File: src/rtl/pdrr_pkg.sv
package pdrr_pkg;

  localparam int unsigned NUM_LVL = 5;

  typedef enum logic [2:0] {
    LVL_SH   = 3'd0,
    LVL_GH   = 3'd1,
    LVL_GM   = 3'd2,
    LVL_EH   = 3'd3,
    LVL_EL   = 3'd4,
    LVL_NONE = 3'd7
  } lvl_e;

  function automatic lvl_e guar_level(input logic [1:0] cfg);
    case (cfg)
      2'd0:    return LVL_SH;
      2'd1:    return LVL_GH;
      default: return LVL_GM;
    endcase
  endfunction

  function automatic lvl_e excess_level(input logic [1:0] cfg);
    return (cfg >= 2'd2) ? LVL_EL : LVL_EH;
  endfunction

endpackage

File: src/rtl/tok_bucket.sv
module tok_bucket #(
  parameter int TOK_W = 20,
  parameter int LEN_W = 14
) (
  input  logic             clk,
  input  logic             rst_n,
  input  logic             tick,
  input  logic [TOK_W-1:0] inc,
  input  logic [TOK_W-1:0] burst,
  input  logic             chg_en,
  input  logic [LEN_W-1:0] chg_amt,
  output logic [TOK_W-1:0] tokens
);

  logic [TOK_W-1:0] tok_q, tok_n, after_chg;
  logic [TOK_W:0]   sum;

  always_comb begin
    after_chg = tok_q;
    if (chg_en) begin
      after_chg = (tok_q >= TOK_W'(chg_amt)) ? tok_q - TOK_W'(chg_amt) : '0;
    end
    sum   = {1'b0, after_chg} + {1'b0, inc};
    tok_n = after_chg;
    if (tick) begin
      tok_n = (sum > {1'b0, burst}) ? burst : sum[TOK_W-1:0];
    end
  end

  always_ff @(posedge clk or negedge rst_n) begin
    if (!rst_n) tok_q <= '0;
    else        tok_q <= tok_n;
  end

  assign tokens = tok_q;

endmodule

File: src/rtl/q_classify.sv
module q_classify
  import pdrr_pkg::*;
#(
  parameter int TOK_W = 20,
  parameter int LEN_W = 14
) (
  input  logic             nonempty,
  input  logic [1:0]       prio_cfg,
  input  logic [LEN_W-1:0] len,
  input  logic [TOK_W-1:0] cir_tok,
  input  logic [TOK_W-1:0] eir_tok,
  input  logic             cap_en,
  input  logic [TOK_W-1:0] cap_tok,
  output lvl_e             lvl
);

  logic cir_ok, eir_ok, cap_ok, commit_ok;
  lvl_e g_lvl;

  always_comb begin
    g_lvl     = guar_level(prio_cfg);
    cir_ok    = cir_tok >= TOK_W'(len);
    eir_ok    = eir_tok >= TOK_W'(len);
    cap_ok    = !cap_en || (cap_tok >= TOK_W'(len));
    commit_ok = cir_ok && ((g_lvl != LVL_SH) || cap_ok);
    if (!nonempty)     lvl = LVL_NONE;
    else if (commit_ok) lvl = g_lvl;
    else if (eir_ok)   lvl = excess_level(prio_cfg);
    else               lvl = LVL_NONE;
  end

endmodule

File: src/rtl/rr_pick.sv
module rr_pick #(
  parameter int N  = 8,
  parameter int IW = 3
) (
  input  logic [N-1:0]  req,
  input  logic [IW-1:0] ptr,
  output logic          found,
  output logic [IW-1:0] idx
);

  logic [IW:0] pos;

  always_comb begin
    found = 1'b0;
    idx   = ptr;
    pos   = '0;
    for (int k = 0; k < N; k++) begin
      pos = {1'b0, ptr} + (IW+1)'(k);
      if (pos >= (IW+1)'(N)) pos = pos - (IW+1)'(N);
      if (!found && req[pos[IW-1:0]]) begin
        found = 1'b1;
        idx   = pos[IW-1:0];
      end
    end
  end

endmodule

File: src/rtl/egress_pdrr_sched.sv
module egress_pdrr_sched
  import pdrr_pkg::*;
#(
  parameter int NQ       = 8,
  parameter int LEN_W    = 14,
  parameter int TOK_W    = 20,
  parameter int DEF_W    = 16,
  parameter int TICK_CYC = 16
) (
  input  logic                     clk,
  input  logic                     rst_n,
  input  logic [NQ-1:0]            q_nonempty,
  input  logic [NQ*LEN_W-1:0]      q_len,
  input  logic [NQ*2-1:0]          q_prio,
  input  logic [NQ*DEF_W-1:0]      q_quantum,
  input  logic [NQ*TOK_W-1:0]      q_cir_inc,
  input  logic [NQ*TOK_W-1:0]      q_cir_burst,
  input  logic [NQ*TOK_W-1:0]      q_eir_inc,
  input  logic [NQ*TOK_W-1:0]      q_eir_burst,
  input  logic                     shcap_en,
  input  logic [TOK_W-1:0]         shcap_inc,
  input  logic [TOK_W-1:0]         shcap_burst,
  input  logic                     grant_accept,
  output logic                     grant_valid,
  output logic [$clog2(NQ)-1:0]    grant_q,
  output logic [2:0]               grant_lvl
);

  localparam int QW  = $clog2(NQ);
  localparam int TCW = (TICK_CYC > 1) ? $clog2(TICK_CYC) : 1;
  localparam int CW  = (LEN_W > DEF_W) ? LEN_W : DEF_W;

  // reset: asserted asynchronously, released on the clock
  logic [1:0] rs_q;
  logic       rst_sn;
  always_ff @(posedge clk or negedge rst_n) begin
    if (!rst_n) rs_q <= 2'b00;
    else        rs_q <= {rs_q[0], 1'b1};
  end
  assign rst_sn = rs_q[1];

  // refill interval
  logic [TCW-1:0] tcnt_q, tcnt_n;
  logic           tick;
  assign tick = (tcnt_q == TCW'(TICK_CYC - 1));
  always_comb tcnt_n = tick ? '0 : tcnt_q + 1'b1;
  always_ff @(posedge clk or negedge rst_sn) begin
    if (!rst_sn) tcnt_q <= '0;
    else         tcnt_q <= tcnt_n;
  end

  // grant and scheduling state
  logic             gv_q, gv_n;
  logic [QW-1:0]    gq_q, gq_n;
  logic [2:0]       gl_q, gl_n;
  logic [LEN_W-1:0] glen_q, glen_n;
  logic [QW-1:0]    ptr_q [NUM_LVL];
  logic [QW-1:0]    ptr_n [NUM_LVL];
  logic [DEF_W-1:0] def_q [NQ];
  logic [DEF_W-1:0] def_n [NQ];
  logic             acc;

  assign acc = gv_q && grant_accept;

  // per-queue unpacking, buckets, classification
  logic [LEN_W-1:0] len_a   [NQ];
  logic [DEF_W-1:0] quant_a [NQ];
  logic [TOK_W-1:0] cir_tok [NQ];
  logic [TOK_W-1:0] eir_tok [NQ];
  logic [TOK_W-1:0] cap_tok;
  lvl_e             qlvl    [NQ];
  logic [NQ-1:0]    cir_chg, eir_chg;
  logic             cap_chg;
  logic [NQ*DEF_W-1:0] def_flat;

  assign cap_chg = acc && (gl_q == 3'(LVL_SH)) && shcap_en;

  tok_bucket #(.TOK_W(TOK_W), .LEN_W(LEN_W)) u_cap_bucket (
    .clk(clk), .rst_n(rst_sn), .tick(tick), .inc(shcap_inc),
    .burst(shcap_burst), .chg_en(cap_chg), .chg_amt(glen_q), .tokens(cap_tok)
  );

  for (genvar i = 0; i < NQ; i++) begin : g_q
    assign len_a[i]   = q_len[i*LEN_W +: LEN_W];
    assign quant_a[i] = q_quantum[i*DEF_W +: DEF_W];
    assign cir_chg[i] = acc && (gq_q == QW'(i)) && (gl_q <= 3'(LVL_GM));
    assign eir_chg[i] = acc && (gq_q == QW'(i)) && (gl_q >= 3'(LVL_EH));
    assign def_flat[i*DEF_W +: DEF_W] = def_q[i];

    tok_bucket #(.TOK_W(TOK_W), .LEN_W(LEN_W)) u_cir (
      .clk(clk), .rst_n(rst_sn), .tick(tick),
      .inc(q_cir_inc[i*TOK_W +: TOK_W]), .burst(q_cir_burst[i*TOK_W +: TOK_W]),
      .chg_en(cir_chg[i]), .chg_amt(glen_q), .tokens(cir_tok[i])
    );

    tok_bucket #(.TOK_W(TOK_W), .LEN_W(LEN_W)) u_eir (
      .clk(clk), .rst_n(rst_sn), .tick(tick),
      .inc(q_eir_inc[i*TOK_W +: TOK_W]), .burst(q_eir_burst[i*TOK_W +: TOK_W]),
      .chg_en(eir_chg[i]), .chg_amt(glen_q), .tokens(eir_tok[i])
    );

    q_classify #(.TOK_W(TOK_W), .LEN_W(LEN_W)) u_cls (
      .nonempty(q_nonempty[i]), .prio_cfg(q_prio[i*2 +: 2]), .len(len_a[i]),
      .cir_tok(cir_tok[i]), .eir_tok(eir_tok[i]), .cap_en(shcap_en),
      .cap_tok(cap_tok), .lvl(qlvl[i])
    );
  end

  // winning level and candidates on it
  logic [2:0]    best_lvl;
  logic [NQ-1:0] lvl_mask, fit_mask;
  logic [QW-1:0] sel_ptr, pick_idx;
  logic          pick_found, do_fill;

  always_comb begin
    best_lvl = 3'(LVL_NONE);
    for (int i = 0; i < NQ; i++) begin
      if (3'(qlvl[i]) < best_lvl) best_lvl = 3'(qlvl[i]);
    end
    for (int i = 0; i < NQ; i++) begin
      lvl_mask[i] = (best_lvl != 3'(LVL_NONE)) && (3'(qlvl[i]) == best_lvl);
      fit_mask[i] = lvl_mask[i] && (CW'(len_a[i]) <= CW'(def_q[i]));
    end
    sel_ptr = (best_lvl < 3'(NUM_LVL)) ? ptr_q[best_lvl] : '0;
  end

  rr_pick #(.N(NQ), .IW(QW)) u_pick (
    .req(fit_mask), .ptr(sel_ptr), .found(pick_found), .idx(pick_idx)
  );

  assign do_fill = !gv_q && (|lvl_mask) && !pick_found;

  // next state
  logic [DEF_W:0] dsum;
  always_comb begin
    gv_n   = gv_q;
    gq_n   = gq_q;
    gl_n   = gl_q;
    glen_n = glen_q;
    for (int l = 0; l < NUM_LVL; l++) ptr_n[l] = ptr_q[l];
    if (acc) begin
      gv_n = 1'b0;
      ptr_n[gl_q] = (gq_q == QW'(NQ - 1)) ? '0 : gq_q + 1'b1;
    end else if (!gv_q && pick_found) begin
      gv_n   = 1'b1;
      gq_n   = pick_idx;
      gl_n   = best_lvl;
      glen_n = len_a[pick_idx];
    end
    dsum = '0;
    for (int i = 0; i < NQ; i++) begin
      def_n[i] = def_q[i];
      if (acc && (gq_q == QW'(i))) begin
        def_n[i] = (CW'(def_q[i]) >= CW'(glen_q)) ? def_q[i] - DEF_W'(glen_q) : '0;
      end
      if (do_fill && lvl_mask[i]) begin
        dsum     = {1'b0, def_q[i]} + {1'b0, quant_a[i]};
        def_n[i] = dsum[DEF_W] ? '1 : dsum[DEF_W-1:0];
      end
      if (!q_nonempty[i]) def_n[i] = '0;
    end
  end

  always_ff @(posedge clk or negedge rst_sn) begin
    if (!rst_sn) begin
      gv_q   <= 1'b0;
      gq_q   <= '0;
      gl_q   <= 3'(LVL_NONE);
      glen_q <= '0;
      for (int l = 0; l < NUM_LVL; l++) ptr_q[l] <= '0;
      for (int i = 0; i < NQ; i++) def_q[i] <= '0;
    end else begin
      gv_q   <= gv_n;
      gq_q   <= gq_n;
      gl_q   <= gl_n;
      glen_q <= glen_n;
      for (int l = 0; l < NUM_LVL; l++) ptr_q[l] <= ptr_n[l];
      for (int i = 0; i < NQ; i++) def_q[i] <= def_n[i];
    end
  end

  assign grant_valid = gv_q;
  assign grant_q     = gq_q;
  assign grant_lvl   = gl_q;

endmodule

File: config.mk
export PLATFORM = sky130hd
export DESIGN_NAME = egress_pdrr_sched
export DESIGN_NICKNAME = d
export VERILOG_FILES = /design/src/rtl/pdrr_pkg.sv /design/src/rtl/tok_bucket.sv /design/src/rtl/q_classify.sv /design/src/rtl/rr_pick.sv /design/src/rtl/egress_pdrr_sched.sv
export SDC_FILE = /design/constraint.sdc
export NUM_CORES = 2
export LEC_CHECK = 0
export ABC_AREA = 0
export BUFFER_PORTS_ARGS = -buffer_cell sky130_fd_sc_hd__buf_2
export CAP_MARGIN = 10
export CORE_ASPECT_RATIO = 1.4
export CORE_MARGIN = 5
export CORE_UTILIZATION = 55
export CTS_CLUSTER_SIZE = 14
export DETAILED_ROUTE_END_ITERATION = 8
export PLACE_DENSITY = 0.73
export SLEW_MARGIN = 40
export SYNTH_ARGS = -nofsm -noshare
export SYNTH_HDL_FRONTEND = slang
export SYNTH_HIERARCHICAL = 1
export SYNTH_SLANG_ARGS = --single-unit
export TNS_END_PERCENT = 10
File: constraint.sdc
create_clock -name clk -period 20.5 [get_ports clk]
set_input_delay 0 -clock clk [delete_from_list [all_inputs] [get_ports clk]]
set_output_delay 0 -clock clk [all_outputs]
set_load 0.01 [all_outputs]
==> impl_metrics.ini <==
[worst_setup_path]
slowest_stage = dfrtp_1
worst-path-buf-inv = 8
critical_path.top_delay_family = compound AO/OA/AOI/OAI gates
crit_top_cell = ha_1
start_kind = flip-flop
cp-end-kind = flip-flop
worstPathRequired_ns = 21.09
critPathKind = reg2reg
crit_fanout = 29
cp.arrival_ns = 17.77
critPathMaxStageDelay_ns = 0.77

[layout]
drive_gt1_share_pct = 16.1
layout-area-overhead-vs-synth_pct = 16.7
fillerInstances = 14982
layout_common_cells = ha_1, inv_1, buf_2
final_common_cell = ha_1
fin_cells = 15467
nNetsFinal = 15688
fin_util_pct = 64.5

[sta]
tns_ns = 0
relSlewSlack_pct = 35.7
max_freq_mhz = 58.2
min_period_over_period_pct = 83.8
worst_pin_slew_ns = 0.960
hold_violations = 0
fin_crit_ns = 17.18
finClkSkew_ns = 0.0391
rsz0062_at_grt = no
drv_slew = 0
setup-violations-final = 0
hold_ws_ns = 0.0161

[min_path]
hp-class = in2reg

[die]
ioPinCount = 955
core_sq_um = 172000
die_area_sq_um = 181000
rows = 180
die_y_um = 502
die_w_um = 361
initial_core_util_pct = 55.3

[place]
dp_cells = 14624
dpl.hpwl_um = 322000
gp_congestion = 1.05
port_buffers = 954

[global_routing]
grt_pass1_wl_um = 585000
overflow = 0
grt_pass1_vias = 98765
track_usage_pct = 41.6
grt_antenna_before_repair = 113
grt_max_degree = 138

[routing]
drtIter0Drc = 8801
ant_nets = 0
wl_met2_um = 179000
vias = 99783
drt-total-wl_um = 398000
met3_wirelength_um = 38400
drc = 0
drt_first_pass_iters = 7
routedWlPerCell_um = 25.7
wl_met1_um = 143000
viasPerCell = 6.45
top_layer = met5

[logic_synthesis]
ys_types = 130
synth-edff-count = 0
yosys_most_used_dff = dfrtp_1
syn_inst = 11586
ys_seq_area_share_pct = 13.4
syn_area_per_cell_sq_um = 8.20
syn_nets = 14220
syn_area_sq_um = 95000
async_flop_share_pct = 100
ys_ff_latch = 510
ys_warn_count = 6

[pwr]
power.density_nw_per_um2 = 202
cellLeakagePower_nw = 52.5
ir_worst_vdd_mv = 0.190

[cts]
cts_made_buffers = 61
cts_setup_buffers = 0
htreeDepth = 2
clock_tree.buffer_depth = 3
cts_sinks = 510
clk_pin_slew_worst_paths_ns = 0.07
clk_latency_ns = 0.75
cts_tree = yes
clock-root-buffer = clkbuf_16

[flow_run]
max-cap-violations = 0

[run_status]
status = completed
[logic make-up after synthesis]
logic type	synth area share, %
xor+xnor	6.08
compound gates	25.2
simple gates	17.4
flops	13.4
other cells	0.00395
mux	8.99
buf+inv	6.27
fa+ha+maj	22.6
[per-stage QoR]
stage / setup WS, ns / area (sq um) / total power, mW
after floorplan: 5.24 / 95000 / 15.5
after global placement: 4.95 / 102000 / 19.5
after detailed placement: 4.32 / 102000 / 19.9
after CTS: 3.68 / 111000 / 21.9
after global routing: 2.41 / 111000 / 24.0
final: 3.32 / 111000 / 22.4
[path summary, 6_finish.rpt]
path,from,endpoint,slack [ns],cells after the start
worst max-delay path,u_cap_bucket/tokens[0],glen_q[11],3.32,61
worst min register to register,rs_q[0],rs_q[1],0.35,0
min in group asynchronous,rst_n,rs_q[1],0.11,3
worst min-delay path,q_eir_inc[133],g_q[6].u_eir/tokens[13],0.02,4
max in group asynchronous,rs_q[1],g_q[5].u_eir/tokens[16],17.62,3
worst max register to register,u_cap_bucket/tokens[0],glen_q[11],3.32,61
[report_power, final]
part | leakage [nW] | switching, mW | total, mW | internal [mW]
combinational | 45.2 | 10.6 | 18.9 | 8.30
clock | 1.06 | 0.532 | 1.26 | 0.724
sequential | 6.23 | 0.754 | 2.23 | 1.47
total | 52.5 | 11.9 | 22.4 | 10.5
[cells in the mapped netlist, types with 76 or more instances]
master,count,area [sq um]
o2bb2ai_1,98,858
a31oi_1,150,938
nand2b_1,243,1520
a21o_1,319,2390
or3_1,127,795
ha_1,1636,20500
or2_2,99,619
nand2_1,728,2730
o21a_1,110,826
nor2b_1,153,957
nand4_1,203,1270
xnor2_1,378,3310
dfrtp_1,507,12700
clkbuf_1,176,661
o21ai_0,490,2450
xor2_1,280,2450
a211oi_1,119,893
nor3_1,360,1800
a211o_1,76,666
mux2_2,149,1680
o211ai_1,117,878
o31ai_1,123,923
a21oi_1,879,4400
inv_1,1144,4290
mux2_4,291,4370
nor2_1,707,2650
nand3_1,257,1290
nor4_1,79,494
mux2i_1,149,1490
[area by class of cell]
cell class	count	area [sq um]	share of cell area [%]
multi-input cells	9623	76400	69.0
flip-flops and latches	510	12800	11.5
repair buffers	1691	12000	10.8
inverters	1167	4380	3.95
well taps	2275	2850	2.57
clock buffers	79	1710	1.54
clock inverters	33	480	0.434
diodes	89	223	0.201
[state kept, by name (all words and copies together), names as in the netlist]
signal               flops
u_cap_bucket/tokens     20
grant_lvl                3
g_q.u_cir/tokens       160
g_q.u_eir/tokens       160
rs_q                     2
grant_q                  3
grant_valid              1
glen_q                  14
ptr_q                   15
def_flat               128
tcnt_q                   4
[worst reg2reg max path: cells and delay by family, from the launching register on]
kind | cells | cell delay (ns)
flops | 1 | 0.77
compound gates | 28 | 7.42
buf+inv | 8 | 2.37
xor+xnor | 1 | 0.16
fa+ha+maj | 8 | 2.58
simple gates | 10 | 1.42
mux | 6 | 2.28
[what timing repair did]
action                                 CTS  global route
gates resized for setup                  0             0
hold buffers                           641             0
endpoints found under the hold margin  483             0
[layer usage]
layer,up-vias,global-route usage [%]
met3,1536,9.84
met4,64,31.9
li1,46049,-
met2,4821,68.9
met1,47313,46.2
met5,-,0
(Power assumes the default switching activity.)
